--- src/rtl/vpw_rx_pkg.sv ---
package vpw_rx_pkg;
  localparam int BYTE_W = 8;

  typedef enum logic [2:0] {
    SYM_NONE    = 3'd0,
    SYM_SOF     = 3'd1,
    SYM_EOD     = 3'd2,
    SYM_IDLE    = 3'd3,
    SYM_BREAK   = 3'd4,
    SYM_INVALID = 3'd5
  } vpw_sym_e;

  localparam logic [7:0] CRC_POLY = 8'h1D;
  localparam logic [7:0] CRC_INIT = 8'hFF;
  localparam logic [7:0] CRC_GOOD = 8'hC4;

  function automatic logic [7:0] crc_step(input logic [7:0] c, input logic b);
    logic fb;
    fb = c[7] ^ b;
    return {c[6:0], 1'b0} ^ (fb ? CRC_POLY : 8'h00);
  endfunction
endpackage

--- src/rtl/vpw_tick_gen.sv ---
module vpw_tick_gen #(
  parameter int CLKS_PER_US = 16,
  parameter int FAST_DIV    = 4
) (
  input  logic clk,
  input  logic rst,
  input  logic fast,
  output logic tick
);
  localparam int DIV_W    = $clog2(CLKS_PER_US + 1);
  localparam int FAST_LIM = CLKS_PER_US / FAST_DIV;

  logic [DIV_W-1:0] cnt;
  logic [DIV_W-1:0] last;

  assign last = fast ? DIV_W'(FAST_LIM - 1) : DIV_W'(CLKS_PER_US - 1);

  always_ff @(posedge clk) begin
    if (rst) begin
      cnt  <= '0;
      tick <= 1'b0;
    end else if (cnt >= last) begin
      cnt  <= '0;
      tick <= 1'b1;
    end else begin
      cnt  <= cnt + 1'b1;
      tick <= 1'b0;
    end
  end

  // the fast divisor must leave at least one clock per tick
  initial assert_fast_div_R10: assert (FAST_LIM >= 1 && FAST_LIM * FAST_DIV == CLKS_PER_US);
endmodule

--- src/rtl/vpw_width_meter.sv ---
module vpw_width_meter #(
  parameter int CNT_W    = 9,
  parameter int EOD_US   = 163,
  parameter int IDLE_US  = 281,
  parameter int BREAK_US = 240
) (
  input  logic             clk,
  input  logic             rst,
  input  logic             tick,
  input  logic             bus_in,
  output logic             level,
  output logic             seg_done,
  output logic             seg_level,
  output logic [CNT_W-1:0] seg_width,
  output logic             cross_eod,
  output logic             cross_idle,
  output logic             cross_break
);
  localparam logic [CNT_W-1:0] CNT_MAX  = '1;
  localparam logic [CNT_W-1:0] EOD_AT   = CNT_W'(EOD_US - 1);
  localparam logic [CNT_W-1:0] IDLE_AT  = CNT_W'(IDLE_US - 1);
  localparam logic [CNT_W-1:0] BREAK_AT = CNT_W'(BREAK_US - 1);

  logic             sync1, sync2;
  logic [CNT_W-1:0] cnt;
  logic             chg;
  logic             grow;

  assign chg  = sync2 != level;
  assign grow = tick && !chg;

  always_ff @(posedge clk) begin
    if (rst) begin
      sync1       <= 1'b0;
      sync2       <= 1'b0;
      level       <= 1'b0;
      cnt         <= '0;
      seg_done    <= 1'b0;
      seg_level   <= 1'b0;
      seg_width   <= '0;
      cross_eod   <= 1'b0;
      cross_idle  <= 1'b0;
      cross_break <= 1'b0;
    end else begin
      sync1       <= bus_in;
      sync2       <= sync1;
      level       <= sync2;
      seg_done    <= chg;
      cross_eod   <= grow && !level && cnt == EOD_AT;
      cross_idle  <= grow && !level && cnt == IDLE_AT;
      cross_break <= grow &&  level && cnt == BREAK_AT;
      if (chg) begin
        seg_level <= level;
        seg_width <= cnt;
        cnt       <= '0;
      end else if (tick && cnt != CNT_MAX) begin
        cnt <= cnt + 1'b1;
      end
    end
  end

  // a finished segment is always followed by the opposite level
  assert_seg_alternates_R1: assert property (@(posedge clk) disable iff (rst)
    seg_done |-> seg_level != level);
  // idle can only be reached while the bus is passive
  assert_idle_on_passive_R6: assert property (@(posedge clk) disable iff (rst)
    cross_idle |-> !level);
endmodule

--- src/rtl/vpw_rx_decoder.sv ---
module vpw_rx_decoder
  import vpw_rx_pkg::*;
#(
  parameter int CLKS_PER_US = 16,
  parameter int CNT_W       = 9,
  parameter int MIN_US      = 34,
  parameter int LONG_US     = 96,
  parameter int SOF_US      = 163,
  parameter int BREAK_US    = 240,
  parameter int IDLE_US     = 281
) (
  input  logic              clk,
  input  logic              rst,
  input  logic              bus_in,
  input  logic              fast_mode,
  input  logic              wfi_req,
  output logic              byte_valid,
  output logic [BYTE_W-1:0] byte_data,
  output logic              sym_valid,
  output logic [2:0]        sym_code,
  output logic              crc_done,
  output logic              crc_ok,
  output logic              bus_idle
);
  localparam int BIT_W = $clog2(BYTE_W);
  localparam logic [CNT_W-1:0] W_MIN   = CNT_W'(MIN_US);
  localparam logic [CNT_W-1:0] W_LONG  = CNT_W'(LONG_US);
  localparam logic [CNT_W-1:0] W_SOF   = CNT_W'(SOF_US);
  localparam logic [CNT_W-1:0] W_BREAK = CNT_W'(BREAK_US);

  logic             tick, level;
  logic             seg_done, seg_level;
  logic [CNT_W-1:0] seg_width;
  logic             cross_eod, cross_idle, cross_break;

  vpw_tick_gen #(.CLKS_PER_US(CLKS_PER_US), .FAST_DIV(4)) u_tick (
    .clk(clk), .rst(rst), .fast(fast_mode), .tick(tick)
  );

  vpw_width_meter #(
    .CNT_W(CNT_W), .EOD_US(SOF_US), .IDLE_US(IDLE_US), .BREAK_US(BREAK_US)
  ) u_meter (
    .clk(clk), .rst(rst), .tick(tick), .bus_in(bus_in), .level(level),
    .seg_done(seg_done), .seg_level(seg_level), .seg_width(seg_width),
    .cross_eod(cross_eod), .cross_idle(cross_idle), .cross_break(cross_break)
  );

  // symbol classification of the segment that just ended
  logic receiving;
  logic is_short, is_long, is_sof;
  logic bit_evt, bit_val, sof_evt, inv_evt, eod_evt;

  always_comb begin
    is_short = seg_width >= W_MIN  && seg_width < W_LONG;
    is_long  = seg_width >= W_LONG && seg_width < W_SOF;
    is_sof   = seg_width >= W_SOF  && seg_width < W_BREAK;
    inv_evt  = seg_done && seg_width < W_MIN;
    bit_evt  = seg_done && receiving && (is_short || is_long);
    bit_val  = seg_level ? is_short : is_long;
    sof_evt  = seg_done && seg_level && is_sof;
    eod_evt  = cross_eod && receiving;
  end

  // frame assembly, CRC and reporting
  logic [BIT_W-1:0]  bit_cnt;
  logic [BYTE_W-1:0] shreg;
  logic [7:0]        crc;
  logic              suppress;

  always_ff @(posedge clk) begin
    if (rst) begin
      receiving  <= 1'b0;
      bit_cnt    <= '0;
      shreg      <= '0;
      crc        <= CRC_INIT;
      suppress   <= 1'b0;
      byte_valid <= 1'b0;
      byte_data  <= '0;
      sym_valid  <= 1'b0;
      sym_code   <= SYM_NONE;
      crc_done   <= 1'b0;
      crc_ok     <= 1'b0;
      bus_idle   <= 1'b0;
    end else begin
      byte_valid <= 1'b0;
      sym_valid  <= 1'b0;
      crc_done   <= 1'b0;

      if (wfi_req)         suppress <= 1'b1;
      else if (cross_idle) suppress <= 1'b0;

      if (cross_idle)    bus_idle <= 1'b1;
      else if (seg_done) bus_idle <= 1'b0;

      if (sof_evt) begin
        receiving <= 1'b1;
        bit_cnt   <= '0;
        crc       <= CRC_INIT;
        sym_valid <= 1'b1;
        sym_code  <= SYM_SOF;
      end else if (bit_evt) begin
        shreg   <= {shreg[BYTE_W-2:0], bit_val};
        crc     <= crc_step(crc, bit_val);
        bit_cnt <= bit_cnt + 1'b1;
        if (bit_cnt == BIT_W'(BYTE_W - 1)) begin
          byte_valid <= !suppress;
          byte_data  <= {shreg[BYTE_W-2:0], bit_val};
        end
      end else if (eod_evt) begin
        receiving <= 1'b0;
        sym_valid <= 1'b1;
        sym_code  <= SYM_EOD;
        crc_done  <= 1'b1;
        crc_ok    <= (crc == CRC_GOOD) && (bit_cnt == '0);
      end else if (cross_break) begin
        receiving <= 1'b0;
        sym_valid <= 1'b1;
        sym_code  <= SYM_BREAK;
      end else if (inv_evt) begin
        receiving <= 1'b0;
        sym_valid <= 1'b1;
        sym_code  <= SYM_INVALID;
      end else if (cross_idle) begin
        receiving <= 1'b0;
        sym_valid <= 1'b1;
        sym_code  <= SYM_IDLE;
      end
    end
  end

  // a CRC verdict only comes with an end-of-data report
  assert_crc_with_eod_R4: assert property (@(posedge clk) disable iff (rst)
    crc_done |-> sym_valid && sym_code == SYM_EOD);
  // the idle flag rises together with the idle report
  assert_idle_reported_R6: assert property (@(posedge clk) disable iff (rst)
    $rose(bus_idle) |-> sym_valid && sym_code == SYM_IDLE);
  // no byte is delivered while the withhold request is pending
  assert_no_byte_withheld_R9: assert property (@(posedge clk) disable iff (rst)
    suppress |=> !byte_valid);
  // bytes and symbols never share a strobe cycle
  assert_single_report_R2: assert property (@(posedge clk) disable iff (rst)
    $onehot0({byte_valid, sym_valid}));
  // a break always leaves the frame closed
  assert_break_closes_R7: assert property (@(posedge clk) disable iff (rst)
    cross_break |=> !receiving);
endmodule

--- config.mk ---
export PLATFORM = sky130hd
export DESIGN_NAME = vpw_rx_decoder
export DESIGN_NICKNAME = d
export VERILOG_FILES = /design/src/rtl/vpw_rx_pkg.sv /design/src/rtl/vpw_tick_gen.sv /design/src/rtl/vpw_width_meter.sv /design/src/rtl/vpw_rx_decoder.sv
export SDC_FILE = /design/constraint.sdc
export NUM_CORES = 1
export LEC_CHECK = 0
export BUFFER_PORTS_ARGS = -buffer_cell sky130_fd_sc_hd__buf_2
export CORE_MARGIN = 2
export CORE_UTILIZATION = 35
export CTS_BUF_LIST = sky130_fd_sc_hd__clkbuf_8 sky130_fd_sc_hd__clkbuf_16
export DETAILED_ROUTE_END_ITERATION = 12
export GPL_TIMING_DRIVEN = 0
export PLACE_DENSITY = 0.59
export SYNTH_ARGS = -nofsm -noshare
export SYNTH_HDL_FRONTEND = slang
export SYNTH_HIERARCHICAL = 1
export SYNTH_SLANG_ARGS = --single-unit
--- constraint.sdc ---
create_clock -name clk -period 2 [get_ports clk]
set_input_delay 0.3 -clock clk [delete_from_list [all_inputs] [get_ports clk]]
set_output_delay 0.3 -clock clk [all_outputs]
set_load 0.01 [all_outputs]
==> impl_metrics.yaml, run 1 <==
timing:
  whs_ns: 0.165
  fin_crit_sh_pct: 93.4
  fin_crit_ns: 1.87
  setup_viol: 0
  fin_skew_ns: 0.00851
  tightest_slew_ns: 0.592
  hold_viol: 0
  timing.final.max_slew_violations: 0
  maxSlewHeadroom_pct: 60.4
  rsz0062_at_grt: "true"
  fmax_ghz: 0.535
critical_path:
  cp_top_family: "compound AO/OA/AOI/OAI gates"
  r2r-end: "crc[2]"
  cp_cell_sequence: "buf_6 > nor4_4 > a31o_2 > o21a_1 > or3_1 > a21oi_1 > o21ai_0"
  required_ns: 2.20
  slowest_stage: "or3_1"
  max_stage_delay_ns: 0.38
  r2r-start: "u_meter/seg_width[6]"
  crit_path_start_kind: "flop"
  regToRegSetupSlack_ns: 0.13
  path_max_fanout: 7
  cp-end-kind: "flop"
  path_buf_inv: 1
  cp.arrival_ns: 2.07
  criticalPathCategory: "reg2reg"
  reg2reg_depth: 7
route:
  num_vias: 2298
  routedWlPerCell_um: 12.7
  via_per_inst: 5.04
  drt-initial-drc-count: 58
  routed_wirelength_um: 5800
  postRouteAntennaNets: 0
  firstDrtPassIters: 4
  drcViolationCount: 0
floorplan:
  num_rows: 33
  core-area_mm2: 0.00813
  start_util_pct: 35.7
  io_pins: 21
  die_x_um: 95.2
  dieHeight_um: 95.2
  dieArea_mm2: 0.00905
clocking:
  cts_max_path_buffers: 2
  numCtsBuffers: 9
  cts.clk_slew.worst_paths_ns: 0.07
  clk_latency_ns: 0.35
  htreeDepth: 3
  cts_tree: "done"
  cts_hold_buffers: 0
  clock-root-buffer: "clkbuf_8"
  cts_sinks: 68
placement:
  post-dp-hpwl_um: 4070
  place_area_mm2: 0.00314
  io_buffers: 20
  gp_congestion: 0.769
  dpl.cell_count: 439
power_and_ir_drop:
  vdd_drop_max_mv: 0.422
  p_sw_uw: 599
  netSwitchingFraction_pct: 21.9
  p_leak_nw: 1.34
  clock_power_share_pct: 46.2
  pwr-share-comb_pct: 3.3
  p_seq_share_pct: 50.5
  p_int_mw: 2.14
  p_per_area_mw_per_mm2: 807
grt:
  grt_pass1_wl_um: 10200
  grt_pass1_vias: 2165
  antenna_found_initial: 0
  grt_max_degree: 17
  overflow: 0
  grt_usage_pct: 14.5
hold_path:
  holdCritStartpoint: "bus_in"
  hold_depth: 2
  holdPathEnd: "u_meter/sync1"
  hold_path_class: "in2reg"
layout:
  diodes: 0
  final_cell_area_mm2: 0.00340
  fin_cells: 456
  nets: 361
  multi_input_area_mm2: 0.00145
  num-fill-cells: 818
  drive_gt1_share_pct: 19.1
  area_delta_synth_final_pct: 16.8
  regArea_mm2: 0.00136
  post-route-util_pct: 41.7
synth:
  syn_nets: 329
  yosysUniqueCellTypes: 56
  synth_cells: 314
  ys_seq_area_share_pct: 46.8
  syn_avg_cell_area_um2: 9.26
  syn-cell-area_mm2: 0.00291
  synthFlopType: "dfxtp_1"
  yosysWarnings: 6
  synth-seq-cells: 68
  ys_async_sr_fraction_pct: 0
  synth_edf_count: 0
run_status:
  status: "finished, final reports clean"
run:
  cap_violations: 0
[worst reg2reg max path, stage by stage, from the launching register on]
cell and delay (ns):
dfxtp_1 0.36, buf_6 0.14, nor4_4 0.06, a31o_2 0.30
o21a_1 0.25, or3_1 0.38, a21oi_1 0.15, o21ai_0 0.08
[how the worst max path moves through the flow]
stage,from,cells after the start,to
4_1_cts,u_meter/seg_width[2],6,crc[2]
5_1_grt,u_meter/seg_width[2],6,crc[4]
3_3_place_gp,u_meter/seg_width[8],6,sym_code[1]
6_report,u_meter/seg_width[6],7,crc[2]
2_1_floorplan,u_meter/cnt[0],7,u_meter/cnt[7]
3_5_place_dp,u_meter/seg_width[8],6,sym_code[1]
[synthesized netlist by cell type, types with 2 or more instances]
| cell | n | area [µm²] |
|---|---|---|
| dfxtp_1 | 68 | 1360 |
| nand2_1 | 41 | 154 |
| a21oi_1 | 31 | 155 |
| nor2_1 | 23 | 86.3 |
| nand3_1 | 18 | 90.1 |
| inv_1 | 12 | 45.0 |
| o21ai_0 | 11 | 55.1 |
| ha_1 | 10 | 125 |
| a22o_1 | 9 | 78.8 |
| or3_1 | 8 | 50.1 |
| xor2_1 | 6 | 52.6 |
| nor3_1 | 5 | 25.0 |
| a211oi_1 | 4 | 30.0 |
| buf_2 | 4 | 20.0 |
| clkbuf_1 | 4 | 15.0 |
| mux2i_1 | 4 | 40.0 |
| nor2b_1 | 4 | 25.0 |
| xnor2_1 | 4 | 35.0 |
| buf_6 | 3 | 33.8 |
| nor3_2 | 3 | 30.0 |
| nand2b_1 | 2 | 12.5 |
| nand4b_1 | 2 | 17.5 |
| nor3b_1 | 2 | 15.0 |
| nor4_1 | 2 | 12.5 |
| nor4bb_1 | 2 | 20.0 |
| o211ai_1 | 2 | 15.0 |
[flip-flops by register name, summed over array words and instances (netlist names), 3 cells and up]
register           count
byte_data              8
bit_cnt                3
shreg                  7
u_tick/cnt             5
u_meter/seg_width      9
u_meter/cnt            9
crc                    8
sym_code               3
[logic make-up (layout without fill, tap and decap cells)]
group	Yosys count	count (layout)	synth area share [%]
flops	68	68	46.8
mux	4	4	1.38
buf+inv	24	61	4.17
compound gates	69	69	16.0
simple gates	128	128	23.8
fa+ha+maj	10	10	4.30
xor+xnor	11	11	3.57
[per-layer routing]
layer	global-route usage (%)	routed length [µm]	up-vias
met5	0	0	-
met3	4.98	225	8
li1	-	-	1168
met4	5.43	74	0
met1	19.0	2920	1085
met2	21.9	2580	37
[placed cells by master, fill, tap and decap left out, types with 10 or more instances in the layout]
cell type / count
dfxtp_1: 68
nand3_1: 18
o21ai_0: 11
clkbuf_8: 10
buf_2: 23
a21oi_1: 31
inv_1: 12
nor2_1: 23
ha_1: 10
nand2_1: 41
[per-stage QoR]
| stage | setup TNS, ns | power, mW | setup slack (ns) |
|---|---|---|---|
| finish | 0 | 2.74 | 0.132 |
| global route | -0.00441 | 2.86 | -0.00441 |
| CTS | 0 | 2.78 | 0.0285 |
| detailed placement | -0.158 | 1.50 | -0.0992 |
| global placement | -0.0343 | 1.50 | -0.0343 |
| floorplan | 0 | 1.47 | 0.281 |
[final cells by class]
class / count / area share [%]
multi-input combinational: 222 / 42.6
sequential: 68 / 40.1
clock buffer: 10 / 4.05
tap: 105 / 3.87
timing repair buffer: 21 / 3.17
clock inverter: 6 / 2.58
buffer: 12 / 2.32
inverter: 12 / 1.33
[timing repair]
| item | 4_1_cts | 5_1_grt |
|---|---|---|
| endpoints found under the setup margin | 10 | 7 |
| hold endpoints to repair | 0 | 0 |
| gates resized for setup | 1 | 4 |
| setup buffers | 0 | 1 |
[power groups by stage]
stage                     Sequential, mW  Combinational, mW  Clock, mW
after floorplan                     1.41             0.0616          0
after global placement              1.41             0.0891          0
after detailed placement            1.41             0.0905          0
after CTS                           1.38             0.0913       1.31
after global routing                1.39              0.103       1.37
final                               1.38             0.0914       1.27
Note: power is estimated with default switching activity, not from simulation.
==> run 2: changes to the inputs <==
Settings changed: BUFFER_PORTS_ARGS -buffer_cell sky130_fd_sc_hd__buf_2 to -buffer_cell sky130_fd_sc_hd__clkbuf_2.
==> impl_metrics.yaml, run 2 (synthesis gave the netlist of run 1 again) <==
layout:
  final_cell_area_mm2: 0.00340
  drive_gt1_share_pct: 20.7
  diodes: 0
  num-fill-cells: 829
  final_cell_mix: "66 x dfxtp_1, 41 x nand2_1, 31 x a21oi_1"
  nets: 362
  final_common_cell: "dfxtp_1"
  regArea_mm2: 0.00136
  post-route-util_pct: 41.8
  area_delta_synth_final_pct: 17.0
  multi_input_area_mm2: 0.00146
  reg_top3: "u_meter/cnt: 9 flops, u_meter/seg_width: 9 flops"
route:
  routedWlPerCell_um: 12.8
  via_per_inst: 4.99
  firstDrtPassIters: 4
  drt-initial-drc-count: 70
  drcViolationCount: 0
  routed_wirelength_um: 5850
  num_vias: 2279
  postRouteAntennaNets: 0
power_and_ir_drop:
  vdd_drop_max_mv: 0.462
  pwr-share-comb_pct: 3.3
  p_per_area_mw_per_mm2: 794
  p_int_mw: 2.10
  p_seq_share_pct: 51.2
  p_sw_uw: 598
  clock_power_share_pct: 45.4
  netSwitchingFraction_pct: 22.2
  p_leak_nw: 1.32
timing:
  fmax_ghz: 0.525
  fin_crit_ns: 1.90
  hold_viol: 0
  fin_skew_ns: 0.00902
  rsz0062_at_grt: "false"
  maxSlewHeadroom_pct: 58.3
  setup_viol: 0
  whs_ns: 0.176
  fin_crit_sh_pct: 95.2
  timing.final.max_slew_violations: 0
  tightest_slew_ns: 0.623
critical_path:
  cp-end-kind: "flop"
  path_max_fanout: 5
  criticalPathCategory: "reg2reg"
  required_ns: 2.28
  r2r-start: "u_meter/cnt[0]"
  crit_path_start_kind: "flop"
  cp.arrival_ns: 2.18
  startpoint: "u_meter/cnt[0]"
clocking:
  cts.clk_slew.worst_paths_ns: 0.07
  clock-root-buffer: "clkbuf_8"
  clk_latency_ns: 0.34
  numCtsBuffers: 9
  cts_tree: "done"
  cts_max_path_buffers: 2
  htreeDepth: 3
  cts_sinks: 68
grt:
  grt_usage_pct: 14.6
  overflow: 0
  grt_pass1_vias: 2201
  antenna_found_initial: 0
  grt_max_degree: 17
  grt_pass1_wl_um: 10300
floorplan:
  die_x_um: 95.2
  core-area_mm2: 0.00813
  dieHeight_um: 95.2
  start_util_pct: 35.7
  io_pins: 21
  dieArea_mm2: 0.00905
  num_rows: 33
placement:
  gp_congestion: 0.769
  place_area_mm2: 0.00314
  post-dp-hpwl_um: 4040
  io_buffers: 20
run_status:
  status: "finished, final reports clean"
hold_path:
  holdCritStartpoint: "bus_in"
  hold_path_class: "in2reg"
run:
  cap_violations: 0
[run 2: metal layers]
| metal | vias to the layer above | track usage, % | part of all wire (%) |
|---|---|---|---|
| li1 | 1170 | - | - |
| met1 | 1067 | 18.3 | 49 |
| met2 | 30 | 23.5 | 46 |
| met3 | 12 | 4.03 | 3.5 |
| met4 | 0 | 5.80 | 1.6 |
| met5 | - | 0 | 0 |
[run 2: power groups by stage]
| stage | clock (mW) | combinational, mW | sequential [mW] |
|---|---|---|---|
| 3_5_place_dp | 0 | 0.0905 | 1.41 |
| 6_report | 1.23 | 0.0902 | 1.38 |
| 4_1_cts | 1.26 | 0.0909 | 1.38 |
| 2_1_floorplan | 0 | 0.0616 | 1.41 |
| 5_1_grt | 1.32 | 0.104 | 1.39 |
| 3_3_place_gp | 0 | 0.0890 | 1.41 |
[run 2: cell type report]
cell class | instances | share of cell area, %
sequential | 68 | 40.1
clock inverter | 7 | 2.68
inverter | 12 | 1.32
tap | 105 | 3.86
timing repair buffer | 22 | 3.38
clock buffer | 9 | 3.64
multi-input combinational | 222 | 42.8
buffer | 12 | 2.24
[run 2: final timing paths]
| check | endpoint | slack (ns) | depth (start not counted) |
|---|---|---|---|
| max | u_meter/cnt[7] | 0.1 | 7 |
| min | u_meter/sync1 | 0.18 | 2 |
| max reg2reg | u_meter/cnt[7] | 0.1 | 7 |
| min reg2reg | byte_valid | 0.42 | 1 |
[run 2: critical path: stages (launching register included)]
cell and delay (ns):
dfxtp_2 0.36, ha_2 0.20, nand3_2 0.09, nor2_1 0.05, ha_1 0.20, nand4b_1 0.23
or4_4 0.57, a21oi_2 0.15
[run 2: what timing repair did]
item,4_1_cts,5_1_grt
cloned,0,0
resized for setup,1,8
hold buffers,0,0
setup endpoints to repair,1,10
pin swaps,0,2
setup buffers,0,2
[run 2: per-stage QoR]
step	total power, mW	setup TNS [ns]	cells	setup slack (ns)
2_1_floorplan	1.47	0	314	0.281
3_3_place_gp	1.50	-0.0326	439	-0.0326
3_5_place_dp	1.51	-0.0364	439	-0.0364
4_1_cts	2.74	0	455	0.0545
5_1_grt	2.81	0	457	0.00814
6_report	2.70	0	457	0.0959
